--- src/rtl/irp_pkg.sv ---
`timescale 1ns/1ps
package irp_pkg;
  localparam int HOST_AW = 3;
  localparam int HOST_DW = 32;
  localparam int HALF_W  = 16;
  localparam int NDATA   = 4;

  localparam logic [HOST_AW-1:0] OFF_STAT  = 3'd0;
  localparam logic [HOST_AW-1:0] OFF_IADDR = 3'd1;
  localparam logic [HOST_AW-1:0] OFF_DATA0 = 3'd2;

  localparam int ST_BUSY   = 0;
  localparam int ST_GRST_N = 1;
  localparam int ST_CRST_N = 2;

  // indirect address layout: direction, register index, half select
  typedef struct packed {
    logic       rd;
    logic [5:0] idx;
    logic       hi;
  } iaddr_t;
endpackage

--- src/rtl/irp_seq.sv ---
`timescale 1ns/1ps
module irp_seq #(
  parameter int unsigned BUSY_CYCLES = 4
) (
  input  logic clk_i,
  input  logic rst_ni,
  input  logic launch_i,
  input  logic abort_i,
  output logic busy_o,
  output logic done_o
);
  localparam int CW = $clog2(BUSY_CYCLES + 1);

  logic [CW-1:0] cnt_q;

  assign busy_o = (cnt_q != '0);
  assign done_o = (cnt_q == CW'(1)) && !abort_i;

  always_ff @(posedge clk_i or negedge rst_ni) begin
    if (!rst_ni)       cnt_q <= '0;
    else if (abort_i)  cnt_q <= '0;
    else if (launch_i) cnt_q <= CW'(BUSY_CYCLES);
    else if (busy_o)   cnt_q <= cnt_q - CW'(1);
  end

  AST_LAUNCH_SETS_BUSY: assert property (@(posedge clk_i) disable iff (!rst_ni)
    launch_i && !abort_i |=> busy_o);
  AST_DONE_CLEARS_BUSY: assert property (@(posedge clk_i) disable iff (!rst_ni)
    done_o |=> !busy_o);
  AST_BUSY_STEADY: assert property (@(posedge clk_i) disable iff (!rst_ni)
    busy_o && !done_o && !abort_i |=> busy_o);
endmodule

--- src/rtl/irp_bank.sv ---
`timescale 1ns/1ps
module irp_bank #(
  parameter int NREG = 16,
  parameter int DW   = 16
) (
  input  logic          clk_i,
  input  logic          rst_ni,
  input  logic          clr_i,
  input  logic          we_i,
  input  logic [5:0]    idx_i,
  input  logic          hi_i,
  input  logic [2*DW-1:0] wdata_i,
  output logic [DW-1:0] rhalf_o
);
  localparam int RW = 2 * DW;

  logic [RW-1:0] reg_w [NREG];

  for (genvar g = 0; g < NREG; g++) begin : g_reg
    logic [RW-1:0] q;
    always_ff @(posedge clk_i or negedge rst_ni) begin
      if (!rst_ni)                           q <= '0;
      else if (clr_i)                        q <= '0;
      else if (we_i && (idx_i == 6'(g)))     q <= wdata_i;
    end
    assign reg_w[g] = q;
  end

  // indices past NREG match nothing and read as zero
  always_comb begin
    rhalf_o = '0;
    for (int i = 0; i < NREG; i++) begin
      if (idx_i == 6'(i)) rhalf_o = hi_i ? reg_w[i][RW-1:DW] : reg_w[i][DW-1:0];
    end
  end

  AST_CLR_READS_ZERO: assert property (@(posedge clk_i) disable iff (!rst_ni)
    clr_i |=> (rhalf_o == '0));
endmodule

--- src/rtl/irp_window.sv ---
`timescale 1ns/1ps
module irp_window
  import irp_pkg::*;
(
  input  logic               clk_i,
  input  logic               rst_ni,
  input  logic               host_wr_i,
  input  logic [HOST_AW-1:0] host_addr_i,
  input  logic [HOST_DW-1:0] host_wdata_i,
  input  logic               busy_i,
  input  logic               done_i,
  input  logic [HALF_W-1:0]  rhalf_i,
  output logic               launch_o,
  output logic               abort_o,
  output iaddr_t             iaddr_o,
  output logic [2*HALF_W-1:0] wr_word_o,
  output logic               bank_we_o,
  output logic               bank_clr_o,
  output logic [HOST_DW-1:0] host_rdata_o,
  output logic               grst_no,
  output logic               crst_no
);
  logic   grst_n_q, crst_n_q;
  iaddr_t iaddr_q;
  logic [HALF_W-1:0] data_w [NDATA];
  logic wr_stat, wr_iaddr, rd_done;

  assign wr_stat    = host_wr_i && (host_addr_i == OFF_STAT);
  assign wr_iaddr   = host_wr_i && (host_addr_i == OFF_IADDR);
  assign launch_o   = wr_iaddr && !busy_i && grst_n_q;
  assign abort_o    = wr_stat && !host_wdata_i[ST_GRST_N];
  assign rd_done    = done_i && iaddr_q.rd;
  assign bank_we_o  = done_i && !iaddr_q.rd;
  assign bank_clr_o = !grst_n_q;
  assign wr_word_o  = {data_w[1], data_w[0]};
  assign iaddr_o    = iaddr_q;
  assign grst_no    = grst_n_q;
  assign crst_no    = crst_n_q;

  always_ff @(posedge clk_i or negedge rst_ni) begin
    if (!rst_ni) begin
      grst_n_q <= 1'b0;
      crst_n_q <= 1'b0;
    end else if (wr_stat) begin
      grst_n_q <= host_wdata_i[ST_GRST_N];
      crst_n_q <= host_wdata_i[ST_CRST_N];
    end
  end

  always_ff @(posedge clk_i or negedge rst_ni) begin
    if (!rst_ni)       iaddr_q <= '0;
    else if (launch_o) iaddr_q <= iaddr_t'(host_wdata_i[7:0]);
  end

  for (genvar g = 0; g < NDATA; g++) begin : g_data
    localparam logic [HOST_AW-1:0] SEL = OFF_DATA0 + HOST_AW'(g);
    logic host_ld;
    logic [HALF_W-1:0] q;
    assign host_ld = host_wr_i && !busy_i && (host_addr_i == SEL);
    if (g == 0) begin : g_rd
      always_ff @(posedge clk_i or negedge rst_ni) begin
        if (!rst_ni)      q <= '0;
        else if (rd_done) q <= rhalf_i;
        else if (host_ld) q <= host_wdata_i[HALF_W-1:0];
      end
    end else begin : g_plain
      always_ff @(posedge clk_i or negedge rst_ni) begin
        if (!rst_ni)      q <= '0;
        else if (host_ld) q <= host_wdata_i[HALF_W-1:0];
      end
    end
    assign data_w[g] = q;
  end

  always_comb begin
    host_rdata_o = '0;
    if (host_addr_i == OFF_STAT)
      host_rdata_o = HOST_DW'({crst_n_q, grst_n_q, busy_i});
    else if (host_addr_i == OFF_IADDR)
      host_rdata_o = HOST_DW'(iaddr_q);
    for (int k = 0; k < NDATA; k++) begin
      if (host_addr_i == OFF_DATA0 + HOST_AW'(k)) host_rdata_o = HOST_DW'(data_w[k]);
    end
  end

  AST_ADDR_HELD: assert property (@(posedge clk_i) disable iff (!rst_ni)
    busy_i |=> $stable(iaddr_q));
  AST_DATA_HELD: assert property (@(posedge clk_i) disable iff (!rst_ni)
    busy_i |=> $stable(data_w[1]));
  AST_RD_LOAD: assert property (@(posedge clk_i) disable iff (!rst_ni)
    rd_done |=> (data_w[0] == $past(rhalf_i)));
  AST_STAT_ZERO: assert property (@(posedge clk_i) disable iff (!rst_ni)
    wr_stat && (host_wdata_i[ST_CRST_N:ST_GRST_N] == 2'b00) |=> !grst_no && !crst_no);
endmodule

--- src/rtl/ind_reg_port.sv ---
`timescale 1ns/1ps
module ind_reg_port
  import irp_pkg::*;
#(
  parameter int NREG        = 16,
  parameter int BUSY_CYCLES = 4
) (
  input  logic        clk_i,
  input  logic        rst_ni,
  input  logic        host_wr_i,
  input  logic [2:0]  host_addr_i,
  input  logic [31:0] host_wdata_i,
  output logic [31:0] host_rdata_o,
  output logic        glob_rst_no,
  output logic        codec_rst_no
);
  logic   launch, abort, busy, done, bank_we, bank_clr;
  iaddr_t iaddr;
  logic [2*HALF_W-1:0] wr_word;
  logic [HALF_W-1:0]   rhalf;

  irp_window u_window (
    .clk_i        (clk_i),
    .rst_ni       (rst_ni),
    .host_wr_i    (host_wr_i),
    .host_addr_i  (host_addr_i),
    .host_wdata_i (host_wdata_i),
    .busy_i       (busy),
    .done_i       (done),
    .rhalf_i      (rhalf),
    .launch_o     (launch),
    .abort_o      (abort),
    .iaddr_o      (iaddr),
    .wr_word_o    (wr_word),
    .bank_we_o    (bank_we),
    .bank_clr_o   (bank_clr),
    .host_rdata_o (host_rdata_o),
    .grst_no      (glob_rst_no),
    .crst_no      (codec_rst_no)
  );

  irp_seq #(.BUSY_CYCLES(BUSY_CYCLES)) u_seq (
    .clk_i    (clk_i),
    .rst_ni   (rst_ni),
    .launch_i (launch),
    .abort_i  (abort),
    .busy_o   (busy),
    .done_o   (done)
  );

  irp_bank #(.NREG(NREG), .DW(HALF_W)) u_bank (
    .clk_i   (clk_i),
    .rst_ni  (rst_ni),
    .clr_i   (bank_clr),
    .we_i    (bank_we),
    .idx_i   (iaddr.idx),
    .hi_i    (iaddr.hi),
    .wdata_i (wr_word),
    .rhalf_o (rhalf)
  );

  AST_BUSY_NEEDS_RELEASE: assert property (@(posedge clk_i) disable iff (!rst_ni)
    busy |-> glob_rst_no);
endmodule

--- config.mk ---
export PLATFORM = sky130hd
export DESIGN_NAME = ind_reg_port
export DESIGN_NICKNAME = d
export VERILOG_FILES = /design/src/rtl/irp_pkg.sv /design/src/rtl/irp_seq.sv /design/src/rtl/irp_bank.sv /design/src/rtl/irp_window.sv /design/src/rtl/ind_reg_port.sv
export SDC_FILE = /design/constraint.sdc
export NUM_CORES = 1
export LEC_CHECK = 0
export BUFFER_PORTS_ARGS = -buffer_cell sky130_fd_sc_hd__clkbuf_2
export CAP_MARGIN = 20
export CORE_MARGIN = 10
export CORE_UTILIZATION = 39
export CTS_CLUSTER_DIAMETER = 120
export DETAILED_ROUTE_END_ITERATION = 12
export HOLD_SLACK_MARGIN = 0.1
export PLACE_DENSITY_LB_ADDON = 0.08
export SYNTH_ARGS = -nofsm -noshare
export SYNTH_HDL_FRONTEND = slang
export SYNTH_SLANG_ARGS = --single-unit
export TNS_END_PERCENT = 50
--- constraint.sdc ---
create_clock -name clk_i -period 5.4 [get_ports clk_i]
set_input_delay 0.27 -clock clk_i [delete_from_list [all_inputs] [get_ports clk_i]]
set_output_delay 0.27 -clock clk_i [all_outputs]
set_load 0.02 [all_outputs]
# Word level (Yosys, flattened, before mapping)
# Cells that the tools add are included.
[word_totals]
register_bits = 589
inputBits = 38
output_inout_bits = 34
elab_cells = 177
[classes]
n_addsub = 1
eq_ne = 37
n_mux = 75
n_reduce_logical = 38
[ops]
columns = ["cell", "n"]
rows = [
  ["$mux W32", 37],
  ["$mux W16", 34],
  ["$eq A6 B4 Y1 const B", 8],
  ["$ne A2 B1 Y1 const B", 16],
  ["$logic_and A1 B1 Y1", 29],
  ["$eq A6 B3 Y1 const B", 4],
  ["$eq A6 B2 Y1 const B", 2],
  ["$mux W3", 3],
  ["$mux W8", 1],
  ["$eq A3 B1 Y1 const B", 2],
  ["$eq A3 B2 Y1 const B", 2],
  ["$eq A3 B3 Y1 const B", 2],
  ["$eq A6 B1 Y1 const B", 1],
  ["$logic_not A6 Y1", 1],
  ["$reduce_bool A3 Y1", 2],
  ["$logic_not A1 Y1", 4],
  ["$logic_not A3 Y1", 1],
  ["$sub A3 B1 Y3 const B", 1],
  ["$reduce_bool A2 Y1", 1],
]

# Logic depth before layout (Yosys ltp)
# Gate-level depths: netlist of the first run.
[logic_depth]
depth_word = 18
depth_mapped = 10
mapped_depth_nobuf = 8

# Cells and area by module
# A second synthesis of the first run with hierarchy kept.
[unflattened]
hier_cells = 3291
hier_area_um2 = 29672.2
[by_module_without_submodules]
columns = ["module", "instances", "cells_each", "area_per_inst_um2", "seq_area_each_um2"]
rows = [
  ["irp_bank", 1, 2933, 25657.1, 12812.3],
  ["irp_window", 1, 340, 3818.7, 1851.8],
  ["irp_seq", 1, 18, 196.4, 75.1],
]

# Worst setup path after synthesis of the first run
# No wires, ideal clock.
[synth_timing]
kind = "register to output"
from = "register u_window.iaddr_q, in the netlist u_window.iaddr_o[0]"
to = "output port host_rdata_o[0]"
arrival_ns = 1.962
required_ns = 5.130
path_slack_ns = 3.168
path_stages_with_launch = 9
n_path_buf = 5
cell_sequence = "dfrtp_1 > buf_4 > buf_6 > buf_2 > buf_4 > buf_2 > a21oi_1 > o21a_1 > o221ai_1"
[synth_via]
elab_chain_cells = 6
[synth_lines]
columns = ["item", "line", "rtl"]
rows = [
  ["from (decl)", "irp_window.sv:24", "iaddr_t iaddr_q;"],
  ["from (signal assigned)", "irp_window.sv:52", "else if (launch_o) iaddr_q <= iaddr_t'(host_wdata_i[7:0]);"],
  ["$mux W8", "irp_window.sv:79", "else if (host_addr_i == OFF_IADDR)"],
  ["$mux W32", "irp_window.sv:77", "if (host_addr_i == OFF_STAT)"],
  ["$mux W32 (4 in series)", "irp_window.sv:82", "if (host_addr_i == OFF_DATA0 + HOST_AW'(k)) host_rdata_o = HOST_DW'(data_w[k]);"],
  ["to (decl)", "ind_reg_port.sv:13", "output logic [31:0] host_rdata_o,"],
]
# Every way passes these cells.

# Worst setup path in the final report of the first run
[layout_timing]
from = "register u_window.iaddr_q, in the netlist u_window.iaddr_o[3]"
to = "register u_bank.g_reg[9].q[18]"
[layout_via]
elab_chain_cells = 3
[layout_lines]
columns = ["item", "line", "rtl"]
rows = [
  ["$eq A6 B4 Y1", "irp_bank.sv:24", "else if (we_i && (idx_i == 6'(g))) q <= wdata_i;"],
  ["$logic_and A1 B1 Y1", "irp_bank.sv:24", ""],
  ["$ne A2 B1 Y1 (no line)", "-", ""],
  ["to (signal assigned)", "irp_bank.sv:24", ""],
  ["to (decl)", "irp_bank.sv:20", "logic [RW-1:0] q;"],
]
# Every way passes these cells.
# A chain may end at the register's enable or synchronous reset.

==> flow_summary.yaml, run 1 <==
clock_network:
  path_clk_slew_ns: 0.06
  root_buffer: "clkbuf_16"
  cts_tree: "yes"
  cts.sinks: 589
  htreeDepth: 3
  insertion_delay_ns: 0.61
  cts_buffers: 70
  cts_max_path_buffers: 3
power:
  peakVddDrop_uv: 225
  powerDensity_mw_per_mm2: 407
  leakage_nw: 13.2
  total_power_mw: 14.0
sta:
  tightest_slew_ns: 1.29
  rsz0062_at_grt: "no"
  fin_crit_sh_pct: 69.2
  drv_slew: 0
  hold_violations: 0
  setup_tns_ns: 0
  maxSlewHeadroom_pct: 13.8
  finalClockSkew_ns: 0.0201
  fmax_mhz: 268
  finalSetupViolCount: 0
  min_period_ns: 3.74
route:
  num_vias: 24300
  firstDrtPassIters: 5
  ant_nets: 0
  drt-initial-drc-count: 1886
  drcViolationCount: 0
  routedWlPerCell_um: 23.7
  viasPerCell: 5.63
  finalWirelength_mm: 102
place:
  port_buffers: 39
  place_congestion: 0.845
  placed_cells_incl_taps: 4176
  dp_hpwl_mm: 63.4
  placed_area_mm2: 0.0321
critical_path:
  critPathKind: "reg2reg"
  end_kind: "register"
  arrival_ns: 4.24
  critPathLaunchType: "register"
  cp_data_required_time_ns: 5.91
  critPathMaxFanout: 26
cells_and_area:
  n_fill_cell: 7655
  area_delta_synth_final_pct: 10.5
  fin_util_pct: 43.5
  drive_above_1_share_pct: 12.3
  diodes: 0
  design_area_mm2: 0.0344
  stdcell_count: 4316
  nets: 3258
grt:
  grt_pass1_vias: 24700
  grt_overflow_total: 0
  grtUsageTotal_pct: 22.3
  grt_pass1_wl_mm: 157
  antenna_found_initial: 0
  grt_max_degree: 271
floorplan:
  die-width_um: 303
  ios: 72
  rows: 103
  die-area_mm2: 0.0916
  fp.dieH_um: 303
  core_area_mm2: 0.0791
  start_util_pct: 39.4
synth:
  yosysTopAreaCellShare_pct: 47.3
  synth_ff_type: "dfrtp_1"
  synthDistinctLibCells: 59
  syn-mean-instance-area_um2: 9.36
  yosys.area.top_type: "dfrtp_1"
  netlist_instances: 3330
  synth_area_mm2: 0.0312
  yosys_register_bits: 589
  ys_warn_count: 0
  synth_area_leaders: "dfrtp_1 47%, nand2_1 13%, a21boi_0 10%, mux2i_1 5.8%, mux2_2 3.9%"
  synth-edff-count: 0
  ys_seq_area_share_pct: 47.3
  synthArstFlopShare_pct: 100
hold_path:
  hp-class: "in2reg"
run_status:
  status: "finished clean"
flow_run:
  max_cap_viol_count: 0
-- stage by stage --
stage	worst slack, ns	hold slack [ns]
after floorplan	3.17	-0.0256
after global placement	1.63	0.420
after detailed placement	1.66	0.426
after CTS	1.65	0.106
after global routing	1.43	0.127
final	1.66	0.158
-- registers in the layout, indices dropped and copies added, names as in the netlist --
name               cells
u_seq.cnt_q            3
u_window.g_data.q     64
u_bank.g.q           512
u_window.iaddr_o       8
u_window.grst_no       1
u_window.crst_no       1
-- logic make-up after synthesis --
| group | count (synthesis) | share of synthesized area [%] |
|---|---|---|
| DFF | 589 | 47.3 |
| xor gates and xnor gates | 2 | 0.0562 |
| buffers and inverters | 361 | 5.23 |
| muxes | 322 | 12.2 |
| adders and majority gates | 3 | 0.120 |
| other | 1 | 0.0120 |
| AOI/OAI and AO/OA | 771 | 18.4 |
| and+or+nand+nor | 1281 | 16.6 |
-- metal layers --
layer	wire [µm]	GRT usage [%]
met1	46400	30.6
met2	47600	35.6
met3	5310	3.27
met4	3070	7.60
met5	0	0
-- cells in the final DEF (no fill, tap or decap), types with 11 or more instances in the layout --
cell,Yosys,final
nand2_1,1088,1088
dfrtp_1,589,585
a21boi_0,415,415
mux2i_1,179,179
mux2_2,107,107
a21boi_1,97,97
buf_4,34,75
clkbuf_16,0,72
nor2_1,67,61
o221ai_1,39,39
a221oi_1,38,38
clkbuf_2,0,38
o21ai_0,37,37
o22ai_1,37,37
mux4_2,36,36
a21oi_1,28,28
nand3_1,26,26
a211oi_1,26,25
nor2b_1,22,22
clkbuf_1,170,21
dlygate4sd3_1,0,18
nor3_1,17,17
inv_1,16,16
conb_1,1,16
nor4_1,14,14
a221o_1,14,14
and2_1,12,12
o2bb2ai_1,12,12
clkinv_2,0,11
-- cell type report --
cell class | instances | area, µm² | share of cell area [%]
timing repair buffer | 144 | 1230 | 3.56
inverter | 17 | 63.8 | 0.185
multi-input combinational | 2395 | 14900 | 43.3
sequential | 589 | 14800 | 42.8
clock buffer | 103 | 2020 | 5.86
clock inverter | 18 | 143 | 0.414
tap | 1050 | 1310 | 3.82
-- final timing paths --
check | from | endpoint | slack [ns] | depth (start not counted)
worst min register to register | u_window.g_data[3].q[1]$_DFFE_PN0P_ | u_window.g_data[3].q[1]$_DFFE_PN0P_ | 0.48 | 2
max in group asynchronous | rst_ni | u_bank.g_reg[11].q[7]$_DFFE_PN0P_ | 3.60 | 3
worst max register to register | u_window.iaddr_o[3]$_DFFE_PN0P_ | u_bank.g_reg[9].q[18]$_DFFE_PN0P_ | 1.66 | 6
min in group asynchronous | rst_ni | u_bank.g_reg[4].q[5]$_DFFE_PN0P_ | 0.32 | 2
worst max-delay path | u_window.iaddr_o[3]$_DFFE_PN0P_ | u_bank.g_reg[9].q[18]$_DFFE_PN0P_ | 1.66 | 6
worst min-delay path | host_wdata_i[7] | u_window.g_data[3].q[7]$_DFFE_PN0P_ | 0.16 | 2
-- cells in the mapped netlist, drive strengths merged, types with 3 or more instances --
library cell     n
inv             16
mux2           107
a21boi         512
nor4            14
a21oi           29
a221o           14
mux4            36
ha               3
a211oi          28
nand2         1088
o32a             3
nor4b            3
mux2i          179
a221oi          38
nor2b           22
buf            174
a22oi            5
o221ai          39
nand3b           3
nor2            71
clkbuf         170
nand3           26
dfrtp          589
and2            12
a31oi            6
nor3            25
nand2b           5
o2bb2ai         12
o21ai           37
o22ai           37
-- power breakdown --
part | internal [mW] | switching [mW]
logic | 1.29 | 2.48
registers | 4.69 | 0.979
clock network | 2.64 | 1.92
-- critical path: stages (launching register included) --
cell and delay (ns):
dfrtp_1 0.65, nor4b_2 0.84, nand3_1 0.85, nor2_2 0.56, buf_4 0.40, nand2_1 0.09
a21boi_0 0.21
-- timing repair --
action | CTS | global route
hold endpoints to repair | 161 | 0
hold buffers | 18 | 0
setup buffers | 0 | 0
setup endpoints to repair | 0 | 0
gates resized for setup | 0 | 0
(Power assumes the default switching activity.)
==> run 2: changes to the inputs <==
==> constraint.sdc (replaced) <==
create_clock -name clk_i -period 3.7 [get_ports clk_i]
set_input_delay 0.185 -clock clk_i [delete_from_list [all_inputs] [get_ports clk_i]]
set_output_delay 0.185 -clock clk_i [all_outputs]
set_load 0.02 [all_outputs]
==> run 2 against run 1 <==
  * Maximum frequency grew 25%
  * Register-to-register slack lost 0.96 ns
  * Cell count grew 1.7%
  * Wire length grew 2.1%
==> flow_summary.yaml, run 2 (synthesis results as in run 1) <==
clock_network:
  cts.sinks: 589
  path_clk_slew_ns: 0.06
  cts_max_path_buffers: 3
  insertion_delay_ns: 0.62
  cts_buffers: 71
  postCtsSetupRepairBufs: 0
  cts_resized: 0
  htreeDepth: 3
  root_buffer: "clkbuf_16"
  cts_tree: "yes"
route:
  routedWlPerCell_um: 23.8
  drcViolationCount: 0
  finalWirelength_mm: 105
  viasPerCell: 5.62
  num_vias: 24700
  firstDrtPassIters: 6
  drt-initial-drc-count: 1875
  ant_nets: 0
critical_path:
  critPathKind: "reg2reg"
  cp_data_required_time_ns: 4.22
  critPathMaxFanout: 16
  endpoint: "u_window.g_data[0].q[8]$_DFFE_PN0P_"
  arrival_ns: 3.52
  reg2reg_depth: 7
  crit_start: "u_window.iaddr_o[3]$_DFFE_PN0P_"
  critPathLaunchType: "register"
  r2r_start: "u_window.iaddr_o[3]$_DFFE_PN0P_"
  r2r_slack_ns: 0.71
  r2r-end: "u_window.g_data[0].q[8]$_DFFE_PN0P_"
  end_kind: "register"
sta:
  finalWorstSetupSlack_ns: 0.708
  min_period_ns: 2.99
  fin_crit_sh_pct: 80.9
  tightest_slew_ns: 1.05
  drv_slew: 0
  fmax_mhz: 334
  hold_violations: 0
  rsz0062_at_grt: "no"
  maxSlewHeadroom_pct: 30.2
  finalSetupViolCount: 0
  setup_tns_ns: 0
  finalClockSkew_ns: 0.0268
cells_and_area:
  layout_common_cells: "1088 x nand2_1, 585 x dfrtp_1, 415 x a21boi_0"
  area_delta_synth_final_pct: 12.8
  stdcell_count: 4390
  largest_register: "u_bank.g.q"
  layout_commonest_cell: "nand2_1"
  nets: 3325
  largest_register_ff_count: 512
  design_area_mm2: 0.0351
  drive_above_1_share_pct: 14.0
power:
  peakVddDrop_uv: 437
  leakage_nw: 13.6
  powerDensity_mw_per_mm2: 601
  total_power_mw: 21.1
floorplan:
  ios: 72
  fp.dieH_um: 303
  die-width_um: 303
  core_area_mm2: 0.0791
  rows: 103
  start_util_pct: 39.4
  die-area_mm2: 0.0916
grt:
  antenna_found_initial: 1
  grt_overflow_total: 0
  grt_max_degree: 186
  grt_pass1_vias: 25000
  grtUsageTotal_pct: 22.8
  grt_pass1_wl_mm: 160
flow_run:
  max_cap_viol_count: 0
place:
  pre_cts_slack_ns: 0.740
  place_congestion: 0.854
  placed_cells_incl_taps: 4238
  placed_area_mm2: 0.0326
  dp_hpwl_mm: 65.6
  port_buffers: 39
run_status:
  status: "finished clean"
hold_path:
  hp-class: "in2async"
run 2: cell count changes in the layout (fill, tap and decap cells not counted), sizes merged:
cell / change
dlygate4sd3: +5
buf: +61
inv: +2
clkbuf: +5
bufinv: +2
clkinv: -3
clkinvlp: -1
diode: +3
run 2: cell type report:
class,count,area (µm²)
antenna,3,7.51
fill,7532,44000
clock inverter,18,189
multi-input combinational,2395,14900
inverter,17,63.8
timing repair buffer,210,1800
tap,1050,1310
sequential,589,14800
clock buffer,108,2120
run 2: how the worst min path moves through the flow:
stage          cells past startpoint  slack [ns]                                end
2_1_floorplan                      0       -0.11   u_bank.g_reg[0].q[0]$_DFFE_PN0P_
3_3_place_gp                       1        0.35  u_bank.g_reg[3].q[21]$_DFFE_PN0P_
3_5_place_dp                       1        0.36   u_bank.g_reg[3].q[5]$_DFFE_PN0P_
6_report                           2        0.24   u_bank.g_reg[3].q[5]$_DFFE_PN0P_
4_1_cts                            3        0.21       u_window.grst_no$_DFFE_PN0P_
5_1_grt                            3        0.30       u_window.grst_no$_DFFE_PN0P_
run 2: metrics by stage:
step | utilization [%] | hold WS (ns)
6_report | 44.4 | 0.238
5_1_grt | 44.4 | 0.303
4_1_cts | 44.4 | 0.214
3_5_place_dp | 41.2 | 0.359
3_3_place_gp | 41.2 | 0.346
2_1_floorplan | - | -0.111
run 2: routing by layer:
layer,track usage (%),wire [µm],vias to the layer above
li1,-,-,11200
met1,31.3,47400,12600
met2,36.7,48700,696
met3,3.09,5590,151
met4,7.66,2900,0
met5,0,0,-
run 2: repair_timing:
action                                 4_1_cts  5_1_grt
endpoints found under the hold margin      157        0
hold buffers                                23        0
setup endpoints to repair                    0        0
run 2: worst max-delay path, stage by stage (launching register included):
cell	delay, ns
dfrtp_1	0.49
buf_4	0.23
nor4b_2	0.26
buf_4	0.22
nand3_1	0.69
a211oi_1	0.70
nor4_1	0.10
a21oi_1	0.22
run 2: report_power, final:
group / internal (mW) / switching [mW] / total (mW)
Clock: 4.16 / 2.83 / 6.99
Combinational: 2.11 / 4.63 / 6.74
Sequential: 6.87 / 0.525 / 7.39
